### config.mk
export PLATFORM = sky130hd
export DESIGN_NAME = veoi_ctrl
export DESIGN_NICKNAME = d
export VERILOG_FILES = /design/src/rtl/veoi_pkg.sv /design/src/rtl/veoi_lr_match.sv /design/src/rtl/veoi_apr_drop.sv /design/src/rtl/veoi_ctrl.sv
export SDC_FILE = /design/constraint.sdc
export NUM_CORES = 1
export LEC_CHECK = 0
export ABC_CLOCK_PERIOD_IN_PS = 4100
export BUFFER_PORTS_ARGS = -buffer_cell sky130_fd_sc_hd__buf_2
export CAP_MARGIN = 20
export CORE_MARGIN = 1
export CORE_UTILIZATION = 50
export CTS_CLUSTER_DIAMETER = 120
export DETAILED_ROUTE_END_ITERATION = 16
export PLACE_DENSITY_LB_ADDON = 0.1
export SLEW_MARGIN = 15
export SYNTH_ARGS = -nofsm -noshare
export SYNTH_HDL_FRONTEND = slang
export SYNTH_HIERARCHICAL = 1
export SYNTH_SLANG_ARGS = --single-unit
### constraint.sdc
create_clock -name clk_i -period 4.1 [get_ports clk_i]
set_clock_uncertainty 0.2 [all_clocks]
set_input_delay 0.205 -clock clk_i [delete_from_list [all_inputs] [get_ports clk_i]]
set_output_delay 0.205 -clock clk_i [all_outputs]
set_load 0.01 [all_outputs]
### src/rtl/veoi_pkg.sv
package veoi_pkg;

    typedef enum logic [1:0] {
        ST_INVALID  = 2'b00,
        ST_PENDING  = 2'b01,
        ST_ACTIVE   = 2'b10,
        ST_PEND_ACT = 2'b11
    } lr_state_e;

    typedef enum logic [2:0] {
        ACT_IDLE,
        ACT_IGNORE,
        ACT_EOI_HIT,
        ACT_EOI_MISS,
        ACT_DIR_HIT,
        ACT_DIR_MISS
    } act_e;

    localparam logic SEL_EOI = 1'b0;
    localparam logic SEL_DIR = 1'b1;
    localparam int   SPECIAL_ID_BASE = 1020;

endpackage

### src/rtl/veoi_lr_match.sv
module veoi_lr_match #(
    parameter int NUM_LR = 4,
    parameter int VID_W  = 10,
    parameter int LR_W   = 17,
    parameter int IDX_W  = 2
) (
    input  logic [NUM_LR*LR_W-1:0] lr_flat_i,
    input  logic [VID_W-1:0]       id_i,
    output logic                   hit_o,
    output logic [IDX_W-1:0]       idx_o
);
    logic [NUM_LR-1:0] cand;

    for (genvar i = 0; i < NUM_LR; i++) begin : g_cand
        // Top state bit set means active or pending-and-active.
        assign cand[i] = lr_flat_i[i*LR_W + LR_W - 1] &&
                         (lr_flat_i[i*LR_W +: VID_W] == id_i);
    end

    always_comb begin
        idx_o = '0;
        for (int i = NUM_LR - 1; i >= 0; i--) begin
            if (cand[i]) idx_o = IDX_W'(i);
        end
    end

    assign hit_o = |cand;
endmodule

### src/rtl/veoi_apr_drop.sv
module veoi_apr_drop #(
    parameter int APR_W = 32
) (
    input  logic [APR_W-1:0] apr_i,
    output logic             any_o,
    output logic [APR_W-1:0] apr_next_o
);
    // Removing the lowest set bit retires the highest active priority group.
    assign any_o      = |apr_i;
    assign apr_next_o = apr_i & (apr_i - APR_W'(1));
endmodule

### src/rtl/veoi_ctrl.sv
module veoi_ctrl #(
    parameter int NUM_LR = 4,
    parameter int VID_W  = 10,
    parameter int PRIO_W = 5,
    parameter int APR_W  = 32,
    parameter int CNT_W  = 5,
    parameter int HCR_W  = 32
) (
    input  logic                               clk_i,
    input  logic                               rst_i,
    input  logic                               g_we_i,
    input  logic                               g_sel_i,
    input  logic [VID_W-1:0]                   g_id_i,
    input  logic                               g_eoi_mode_i,
    input  logic                               hv_lr_we_i,
    input  logic [$clog2(NUM_LR)-1:0]          hv_lr_idx_i,
    input  logic [VID_W+PRIO_W+1:0]            hv_lr_data_i,
    input  logic                               hv_apr_we_i,
    input  logic [APR_W-1:0]                   hv_apr_data_i,
    input  logic                               hv_cnt_we_i,
    input  logic [CNT_W-1:0]                   hv_cnt_data_i,
    output logic [NUM_LR*(VID_W+PRIO_W+2)-1:0] lr_o,
    output logic [APR_W-1:0]                   apr_o,
    output logic [HCR_W-1:0]                   hcr_o
);
    import veoi_pkg::*;

    localparam int LR_W  = VID_W + PRIO_W + 2;
    localparam int IDX_W = $clog2(NUM_LR);
    localparam logic [VID_W-1:0] SPECIAL_ID = VID_W'(SPECIAL_ID_BASE);

    logic [LR_W-1:0]  lr_q [NUM_LR];
    logic [LR_W-1:0]  lr_d [NUM_LR];
    logic [APR_W-1:0] apr_q, apr_d, apr_dropped;
    logic [CNT_W-1:0] cnt_q, cnt_d;
    logic             apr_any, hit, special;
    logic [IDX_W-1:0] hit_idx;
    act_e             act;

    for (genvar i = 0; i < NUM_LR; i++) begin : g_flat
        assign lr_o[i*LR_W +: LR_W] = lr_q[i];
    end

    veoi_lr_match #(
        .NUM_LR (NUM_LR),
        .VID_W  (VID_W),
        .LR_W   (LR_W),
        .IDX_W  (IDX_W)
    ) u_match (
        .lr_flat_i (lr_o),
        .id_i      (g_id_i),
        .hit_o     (hit),
        .idx_o     (hit_idx)
    );

    veoi_apr_drop #(
        .APR_W (APR_W)
    ) u_drop (
        .apr_i      (apr_q),
        .any_o      (apr_any),
        .apr_next_o (apr_dropped)
    );

    assign special = (g_id_i >= SPECIAL_ID);

    // Decide the action for this cycle's guest write.
    always_comb begin
        act = ACT_IDLE;
        if (g_we_i) begin
            if (g_sel_i == SEL_DIR) begin
                if (!g_eoi_mode_i || special) act = ACT_IGNORE;
                else if (hit)                 act = ACT_DIR_HIT;
                else                          act = ACT_DIR_MISS;
            end else begin
                if (special || !apr_any)      act = ACT_IGNORE;
                else if (hit)                 act = ACT_EOI_HIT;
                else                          act = ACT_EOI_MISS;
            end
        end
    end

    // Next-state values per action; hypervisor writes override afterwards.
    always_comb begin
        lr_d  = lr_q;
        apr_d = apr_q;
        cnt_d = cnt_q;
        unique case (act)
            ACT_IDLE, ACT_IGNORE: begin
            end
            ACT_EOI_HIT: begin
                apr_d                   = apr_dropped;
                lr_d[hit_idx][LR_W - 1] = 1'b0;
            end
            ACT_EOI_MISS: begin
                apr_d = apr_dropped;
                cnt_d = cnt_q + CNT_W'(1);
            end
            ACT_DIR_HIT: begin
                lr_d[hit_idx][LR_W - 1] = 1'b0;
            end
            ACT_DIR_MISS: begin
                cnt_d = cnt_q + CNT_W'(1);
            end
            default: begin
            end
        endcase
        if (hv_lr_we_i)  lr_d[hv_lr_idx_i] = hv_lr_data_i;
        if (hv_apr_we_i) apr_d             = hv_apr_data_i;
        if (hv_cnt_we_i) cnt_d             = hv_cnt_data_i;
    end

    always_ff @(posedge clk_i) begin
        if (rst_i) begin
            for (int i = 0; i < NUM_LR; i++) lr_q[i] <= '0;
            apr_q <= '0;
            cnt_q <= '0;
        end else begin
            lr_q  <= lr_d;
            apr_q <= apr_d;
            cnt_q <= cnt_d;
        end
    end

    assign apr_o = apr_q;
    assign hcr_o = {cnt_q, {(HCR_W - CNT_W){1'b0}}};

endmodule

# After elaboration in Yosys (flattened, before gate mapping)
# Cells that the tools add are included.
[totals]
register_bits = 105
latch_bits = 0
ram_bits = 0
rom_bits = 0
out_inout_bits = 132
word_cells = 64
memories = 0
[classes]
add_sub_neg = 2
n_mul = 0
n_div = 0
n_lt_le_gt_ge = 5
eq_ne = 8
shift = 0
n_mux = 21
n_bitwise = 5
reduce_logical = 17
[ops]
columns = ["op", "n"]
rows = [
  ["$mux W68", 2],
  ["$and A68 B68 Y68", 1],
  ["$bwmux W68", 1],
  ["$demux W17 S2", 2],
  ["$not A68 Y68", 1],
  ["$mux W32", 2],
  ["$eq A10 B10 Y1", 4],
  ["$mux W17", 2],
  ["$and A32 B32 Y32", 1],
  ["$reduce_or A32 Y1", 1],
  ["$sub A32 B1 Y32 const B", 1],
  ["$ge A10 B10 Y1 const B", 1],
  ["$mux W2", 5],
  ["$mux W5", 2],
  ["$mux W3", 3],
  ["$eq A3 B2 Y1 const B", 2],
  ["$eq A3 B3 Y1 const B", 2],
  ["$ge A3 B3 Y1 const B", 2],
  ["$logic_and A1 B1 Y1", 6],
  ["$lt A3 B1 Y1 const B", 2],
  ["$not A2 Y3", 2],
  ["$reduce_or A2 Y1", 3],
  ["$add A5 B1 Y5 const B", 1],
  ["$reduce_bool A2 Y1", 2],
  ["other kinds (4)", 7],
]

# Logic depth before layout (Yosys ltp)
# Gate-level depths: netlist (run 1).
[depth]
word_depth = 16
ltp_mapped = 10

# Modules after synthesis
# The synthesis (run 1) kept the hierarchy.
[by_module_without_submodules]
columns = ["mod", "instances", "cells_each", "area_per_inst_um2"]
rows = [
  ["veoi_ctrl", 1, 555, 4774.6],
  ["veoi_lr_match", 1, 72, 579.3],
  ["veoi_apr_drop", 1, 63, 415.4],
]

# Worst setup path before layout (run 1)
# No wires, ideal clock.
[synth_timing]
path_type = "flip-flop to flip-flop"
from = "reg apr_q[2], in the netlist apr_o[2]"
to = "reg cnt_q[2]"
setup_time_ps = 120
t_arrival_ps = 2885
setup_slack_ps = 896
stages_incl_launch_ff = 10
path_buffers = 1
period_less_slack_ps = 3204
path_cell_list = "dfxtp_1 or4_4 or3_1 clkbuf_2 nor4_1 nand4_1 mux2_2 o211ai_1 nor4_1 o31a_1"
[synth_via]
elab_chain_cells = 9
[synth_lines]
columns = ["item", "line", "source"]
rows = [
  ["from (decl)", "veoi_ctrl.sv:34", "logic [APR_W-1:0] apr_q, apr_d, apr_dropped;"],
  ["from (signal assigned)", "veoi_ctrl.sv:119", "apr_q <= apr_d;"],
  ["$reduce_or A32 Y1 (*)", "veoi_apr_drop.sv:9", "assign any_o = |apr_i;"],
  ["net apr_any", "veoi_ctrl.sv:36", "logic apr_any, hit, special;"],
  ["$logic_not A1 Y1 (*)", "veoi_ctrl.sv:75", "if (special || !apr_any) act = ACT_IGNORE;"],
  ["$logic_or A1 B1 Y1 (*)", "veoi_ctrl.sv:75", ""],
  ["$mux W2 (*)", "veoi_ctrl.sv:75", ""],
  ["$mux W3 (*)", "veoi_ctrl.sv:70", "if (g_sel_i == SEL_DIR) begin"],
  ["$mux W3 (*)", "veoi_ctrl.sv:69", "if (g_we_i) begin"],
  ["$eq A3 B3 Y1 or $eq A3 B2 Y1 (tied branches)", "veoi_ctrl.sv:87", "unique case (act)"],
  ["$reduce_or A2 Y1 (no line) (*)", "--", ""],
  ["$reduce_bool A2 Y1 (no line) (*)", "--", ""],
  ["to (signal assigned)", "veoi_ctrl.sv:120", "cnt_q <= cnt_d;"],
  ["to (decl)", "veoi_ctrl.sv:35", "logic [CNT_W-1:0] cnt_q, cnt_d;"],
]
# The timed path passes the listed nets; every way through them passes the cells marked *.
# A chain may end at the register's enable or synchronous reset.

# Worst setup path after layout (run 1)
[layout_timing]
from = "reg apr_q[2], in the netlist apr_o[2]"
to = "reg apr_q[26], in the netlist apr_o[26]"
[layout_via]
elab_chain_cells = 9
[layout_lines]
columns = ["item", "line"]
rows = [
  ["$reduce_or A32 Y1 (*)", "veoi_apr_drop.sv:9"],
  ["net apr_any", "veoi_ctrl.sv:36"],
  ["$logic_not A1 Y1 (*)", "veoi_ctrl.sv:75"],
  ["$logic_or A1 B1 Y1 (*)", "veoi_ctrl.sv:75"],
  ["$mux W2 (*)", "veoi_ctrl.sv:75"],
  ["$mux W3 (*)", "veoi_ctrl.sv:70"],
  ["$mux W3 (*)", "veoi_ctrl.sv:69"],
  ["$eq A3 B2 Y1", "veoi_ctrl.sv:87"],
  ["$reduce_or A2 Y1 (no line) (*)", "--"],
  ["$reduce_bool A2 Y1 (no line) (*)", "--"],
]
# The timed path passes the listed nets; every way through them passes the cells marked *. The select of a mux whose other input is x is not followed.

==> reports/metrics.csv, run 1 <==
metric,value,unit
Critical Path RT,4160,ps
CTS clock-pin slew for the worst setup and hold paths,70,ps
CTS tree,built,
"flops & latches, synth",105,
layout cells sized above 1,0.3333,
Pwr Total,2.463,mW
"slowest stage delay, CP",580,ps
"Setup violations, final",0,
die footprint,0.01197,sq mm
switch share,0.2983,
DRC,0,
"critical path, cell by cell","or4_4, or3_1, nor4_1, nand4_1, o2111ai_4, buf_16, buf_12, a21oi_1, a211oi_2",
R2R cell count,9,
worst r2r src,apr_o[2]$_SDFFE_PP0P_,
GPL Wtd Cong,0.7991,
Critical Path AT,3630,ps
RSZ-0062 raised after global routing,no,
reg2reg end,apr_o[26]$_SDFFE_PP0P_,
Die X,109.4,microns
Gate Count Post-Synth,690,
initial core utilization,0.5230,
Buffers on Ports,178,
Worst Hold Class,primary input to flop,
worst slew pin tran,1016,ps
Inserted Clock Buffers,9,
GRT Util Overall,0.2651,
Clk pwr share,0.351,
HPWL after DPL,11.29,mm
CP Class,flop to flop,
grt total ovfl,0,
multi-input logic area,0.003194,sq mm
Power Dens Cells,350.5,mW/mm^2
ant diodes,0,
total of max-cap violations,0,
Logic pwr share,0.192,
slack of the critical path,534.7,ps
Final Cycle Share,0.8696,
Core Area,0.01103,sq mm
slowest CP cell,nor4_1,
Post-Route WL,15.68,mm
dpl ws,442.8,ps
r2r setup slk,530,ps
number of synthesized flops with an enable pin,0,
FMAX,280.5,MHz
routed via count,5350,
Mean Syn Cell Area,8.361,sq um
Leak Pwr,2.967,nW
vias per cell,5.377,
internal power,1.728,mW
total negative slack,0,ps
placed instance area,0.006486,sq mm
hold_sp,hv_cnt_we_i,
worst skew pair latency,350,ps
Worst Hold End,cnt_q[1]$_SDFFE_PP0P_,
drt first pass iters,5,
Resize count post-CTS,0,
cell area after synthesis,0.005769,sq mm
TritonCTS Sinks,105,
Clock Tree Buf Depth,2,
die span in y,109.4,microns
Max VDD drop,194.4,uV
initial antenna violation count,0,
"FFs w/ async S/R, synth",0,
row count,38,
Final Cell Area,0.007025,sq mm
final core occ,0.6369,
Yosys Warn Count,6,
Top Ports,206,
Final Hold Viols,0,
post-route ant nets,0,
WHS Path Cells,2,
worst-path maximum fanout,29,
Yosys cell types,52,
share of the synthesized area in the top cell type,0.3643,
slew margin rel.,0.3221,
fin crit period,3565,ps
status,"finished, final reports clean",
Post-CTS Setup Repair Bufs,0,
fill cell count,972,
DRC violation total after the first TritonRoute iteration,366,
Register Area,0.002102,sq mm
switching power,0.7346,mW
"top cells by area, synth","dfxtp_1 (36%), a21oi_1 (9.0%), nand2_1 (8.6%), mux2_2 (6.4%), a211oi_2 (6.1%)",
"commonest non-fill, non-tap cell in the layout",buf_2,
first-pass GRT wire length,24.69,mm
"Seq/Total Area, Yosys",0.3643,
vias in the first global route,5049,
Hold Buf Count CTS,21,
Final #Nets,925,
"Primary FF master, synth",dfxtp_1,
largest net degree at the start of global routing,67,
Area growth syn-to-layout,21.77,%
"commonest non-fill, non-tap cells in the layout","buf_2 (177), nand2_1 (132), dfxtp_1 (105)",
Yosys top cell by area,dfxtp_1,
critical path launch point type,flop,
Root Buffer,clkbuf_16,
WL/cell,15.76,microns
Seq pwr share,0.457,
CP Capture Type,flop,
H-tree Lvls,3,
fin. max-slew vios,0,
[worst max-delay path, delay by kind of cell, from the launching register on]
kind	cells	cell delay [ps]
buffers and inverters	2	450
AOI/OAI and AO/OA	3	630
DFF	1	340
and+or+nand+nor	4	1840
[power groups by stage]
stage,Sequential [mW],Clock (mW),Combinational (mW)
floorplan,1.16,0,0.308
global placement,1.15,0,0.440
detailed placement,1.15,0,0.452
CTS,1.13,0.878,0.469
global route,1.13,0.917,0.519
finish,1.13,0.865,0.472
[how the worst max path moves through the flow]
stage / startpoint / endpoint / slack (ps) / cells past startpoint
floorplan: apr_o[2]$_SDFFE_PP0P_ / cnt_q[2]$_SDFFE_PP0P_ / 900 / 9
global placement: apr_o[2]$_SDFFE_PP0P_ / apr_o[0]$_SDFFE_PP0P_ / 630 / 8
detailed placement: apr_o[2]$_SDFFE_PP0P_ / apr_o[26]$_SDFFE_PP0P_ / 440 / 8
CTS: apr_o[2]$_SDFFE_PP0P_ / apr_o[26]$_SDFFE_PP0P_ / 440 / 8
global route: apr_o[2]$_SDFFE_PP0P_ / apr_o[26]$_SDFFE_PP0P_ / 220 / 9
finish: apr_o[2]$_SDFFE_PP0P_ / apr_o[26]$_SDFFE_PP0P_ / 530 / 9
[synthesized netlist by cell type, types with 18 or more instances]
| cell | count |
|---|---|
| dfxtp_1 | 105 |
| buf_4 | 31 |
| buf_2 | 20 |
| inv_1 | 18 |
| nand2_1 | 132 |
| mux2_2 | 33 |
| nor2_1 | 40 |
| a21oi_1 | 104 |
| xnor2_1 | 38 |
| a211oi_2 | 28 |
| clkbuf_1 | 23 |
[per-stage QoR]
stage | hold WS (ps) | std cells
final | 4.861 | 995
after global routing | 43.44 | 995
after CTS | 2.691 | 994
after detailed placement | 245.2 | 957
after global placement | 238.7 | 956
after floorplan | 141.0 | 716
[state kept, by name (all words and copies together) (netlist names)]
signal  cells
cnt_q       5
lr_o       68
apr_o      32
[per-layer routing]
| layer | global-route usage | vias up | share of wire |
|---|---|---|---|
| met5 | 0 | - | 0 |
| met4 | 0.08667 | 0 | 0.013 |
| met3 | 0.06520 | 17 | 0.077 |
| met2 | 0.4766 | 197 | 0.49 |
| met1 | 0.3067 | 2503 | 0.42 |
| li1 | - | 2633 | - |
[kinds of logic after synthesis]
kind of cell | synth area share
flops | 0.3643
other cells | 0.001302
buf+inv | 0.09889
fa+ha+maj | 0.002168
xor+xnor | 0.06615
simple gates | 0.1904
mux | 0.06441
compound gates | 0.2123
[final cells by class]
cell class	count	area share
multi-input cells	511	0.4547
flip-flops and latches	105	0.2992
repair buffers	205	0.1687
clock buffers	10	0.03402
well taps	140	0.02493
inverters	18	0.009617
clock inverters	6	0.008905
Note: power is estimated with default switching activity, not from simulation.
==> inputs of run 2 (changes only) <==
--- a/config.mk
+++ b/config.mk
@@ -13,6 +13,7 @@
 export CTS_CLUSTER_DIAMETER = 120
 export DETAILED_ROUTE_END_ITERATION = 16
 export PLACE_DENSITY_LB_ADDON = 0.1
+export RECOVER_POWER = 25
 export SLEW_MARGIN = 15
 export SYNTH_ARGS = -nofsm -noshare
 export SYNTH_HDL_FRONTEND = slang
==> reports/metrics.csv, run 2 (synthesis results as in run 1) <==
metric,value,unit,change
status,"finished, final reports clean",,unchanged
slack of the critical path,545.5,ps,was 534.7 ps
Max VDD drop,194.2,uV,was 194.4 uV
largest net degree at the start of global routing,67,,unchanged
Critical Path RT,4160,ps,about the same
H-tree Lvls,3,,unchanged
CP Class,flop to flop,,unchanged
layout cells sized above 1,0.2772,,was 0.3333
Post-CTS Setup Repair Bufs,0,,unchanged
"slowest stage delay, CP",570,ps,was 580 ps
row count,38,,unchanged
die span in y,109.4,microns,unchanged
GPL Wtd Cong,0.7991,,unchanged
Top Ports,206,,unchanged
Critical Path AT,3620,ps,was 3630 ps
HPWL after DPL,11.29,mm,unchanged
WL/cell,15.77,microns,was 15.76 microns
fin. max-slew vios,0,,unchanged
Hold Slack,8.951,ps,was 4.861 ps
Clock Tree Buf Depth,2,,unchanged
TritonCTS Sinks,105,,unchanged
M1 WL,6.584,mm,was 6.519 mm
Finished Layout Cells,995,,unchanged
max layer used,met4,,unchanged
RSZ-0062 raised after global routing,no,,unchanged
total of max-cap violations,0,,unchanged
DRC violation total after the first TritonRoute iteration,327,,was 366
slowest CP cell,nor4_1,,unchanged
slew margin rel.,0.1942,,was 0.3221
Final #Nets,925,,unchanged
Core Area,0.01103,sq mm,unchanged
critical path launch point type,flop,,unchanged
placed instance count,957,,unchanged
Final Cycle Share,0.8669,,was 0.8696
CP Capture Type,flop,,unchanged
fin crit period,3554,ps,was 3565 ps
initial core utilization,0.5230,,unchanged
"commonest non-fill, non-tap cell in the layout",nand2_1,,was buf_2
worst skew pair latency,350,ps,about the same
total negative slack,0,ps,unchanged
worst slew pin tran,1209,ps,was 1016 ps
"Setup violations, final",0,,unchanged
die footprint,0.01197,sq mm,unchanged
post-route ant nets,0,,unchanged
"critical path, cell by cell","or4_4, or3_1, nor4_1, nand4_1, o2111ai_4, buf_16, buf_12, a21oi_1, a211oi_2",,unchanged
Worst Hold Class,primary input to flop,,unchanged
met3 wire length,1.094,mm,was 1.203 mm
CTS tree,built,,unchanged
vias per cell,5.391,,was 5.377
initial antenna violation count,0,,unchanged
grt total ovfl,0,,unchanged
drt first pass iters,4,,was 5
Final Hold Viols,0,,unchanged
Post-Route WL,15.69,mm,was 15.68 mm
final core occ,0.6316,,was 0.6369
"commonest non-fill, non-tap cells in the layout","nand2_1 (132), buf_2 (130), dfxtp_1 (105)",,"was buf_2 (177), nand2_1 (132), dfxtp_1 (105)"
GRT Util Overall,0.2651,,unchanged
ant diodes,0,,unchanged
first-pass GRT wire length,24.69,mm,unchanged
Die X,109.4,microns,unchanged
DRC,0,,unchanged
worst-path maximum fanout,29,,unchanged
vias in the first global route,5049,,unchanged
FMAX,281.3,MHz,was 280.5 MHz
dpl ws,442.8,ps,unchanged
max reg flops,68,,unchanged
Leak Pwr,2.773,nW,was 2.967 nW
Inserted Clock Buffers,9,,unchanged
Detail Route met2 WL,7.779,mm,was 7.751 mm
Root Buffer,clkbuf_16,,unchanged
routed via count,5364,,was 5350
CTS clock-pin slew for the worst setup and hold paths,70,ps,about the same
Power Dens Cells,352.4,mW/mm^2,was 350.5 mW/mm^2
Buffers on Ports,178,,unchanged
Area growth syn-to-layout,20.75,%,was 21.77%
-- run 2: report_power, final --
part	switching [mW]	internal (mW)	total [mW]
Combinational	0.261	0.207	0.468
Clock	0.417	0.444	0.861
Sequential	0.0540	1.07	1.13
Total	0.732	1.72	2.45
-- run 2: final cells by class --
cell class                 instances  area [sq um]
fill                             984          4064
tap                              140         175.2
sequential                       105          2102
timing repair buffer             205          1126
clock buffer                      10         239.0
multi-input combinational        511          3194
inverter                          18         67.56
clock inverter                     6         62.56
-- run 2: critical path: cells and delay by family (launching register included) --
kind / cells / cell delay, ps
flops: 1 / 340
compound gates: 3 / 630
simple gates: 4 / 1840
buf+inv: 2 / 450
-- run 2: metal layers --
layer / vias up / track usage
met3: 19 / 0.06520
met2: 176 / 0.4766
met5: - / 0
li1: 2628 / -
met1: 2541 / 0.3067
met4: 0 / 0.08667
-- run 2: through the flow --
| step | area [sq um] | power (mW) |
|---|---|---|
| 2_1_floorplan | 5867 | 1.472 |
| 3_3_place_gp | 6475 | 1.585 |
| 3_5_place_dp | 6486 | 1.601 |
| 4_1_cts | 6998 | 2.472 |
| 5_1_grt | 6967 | 2.566 |
| 6_report | 6967 | 2.455 |
-- run 2: repair_timing --
| item | CTS | global route |
|---|---|---|
| endpoints found under the hold margin | 69 | 0 |
| endpoints found under the setup margin | 0 | 0 |
| hold buffers | 21 | 0 |
| resized for setup | 0 | 0 |
-- run 2: final timing paths --
check                                            from                    end  slack (ps)  depth (start not counted)
worst max register to register  apr_o[2]$_SDFFE_PP0P_  apr_o[1]$_SDFFE_PP0P_         550                          9
worst max-delay path            apr_o[2]$_SDFFE_PP0P_  apr_o[1]$_SDFFE_PP0P_         550                          9
worst min register to register  lr_o[66]$_SDFFE_PP0P_  lr_o[66]$_SDFFE_PP0P_         260                          2
worst min-delay path                      hv_cnt_we_i  cnt_q[1]$_SDFFE_PP0P_           9                          2
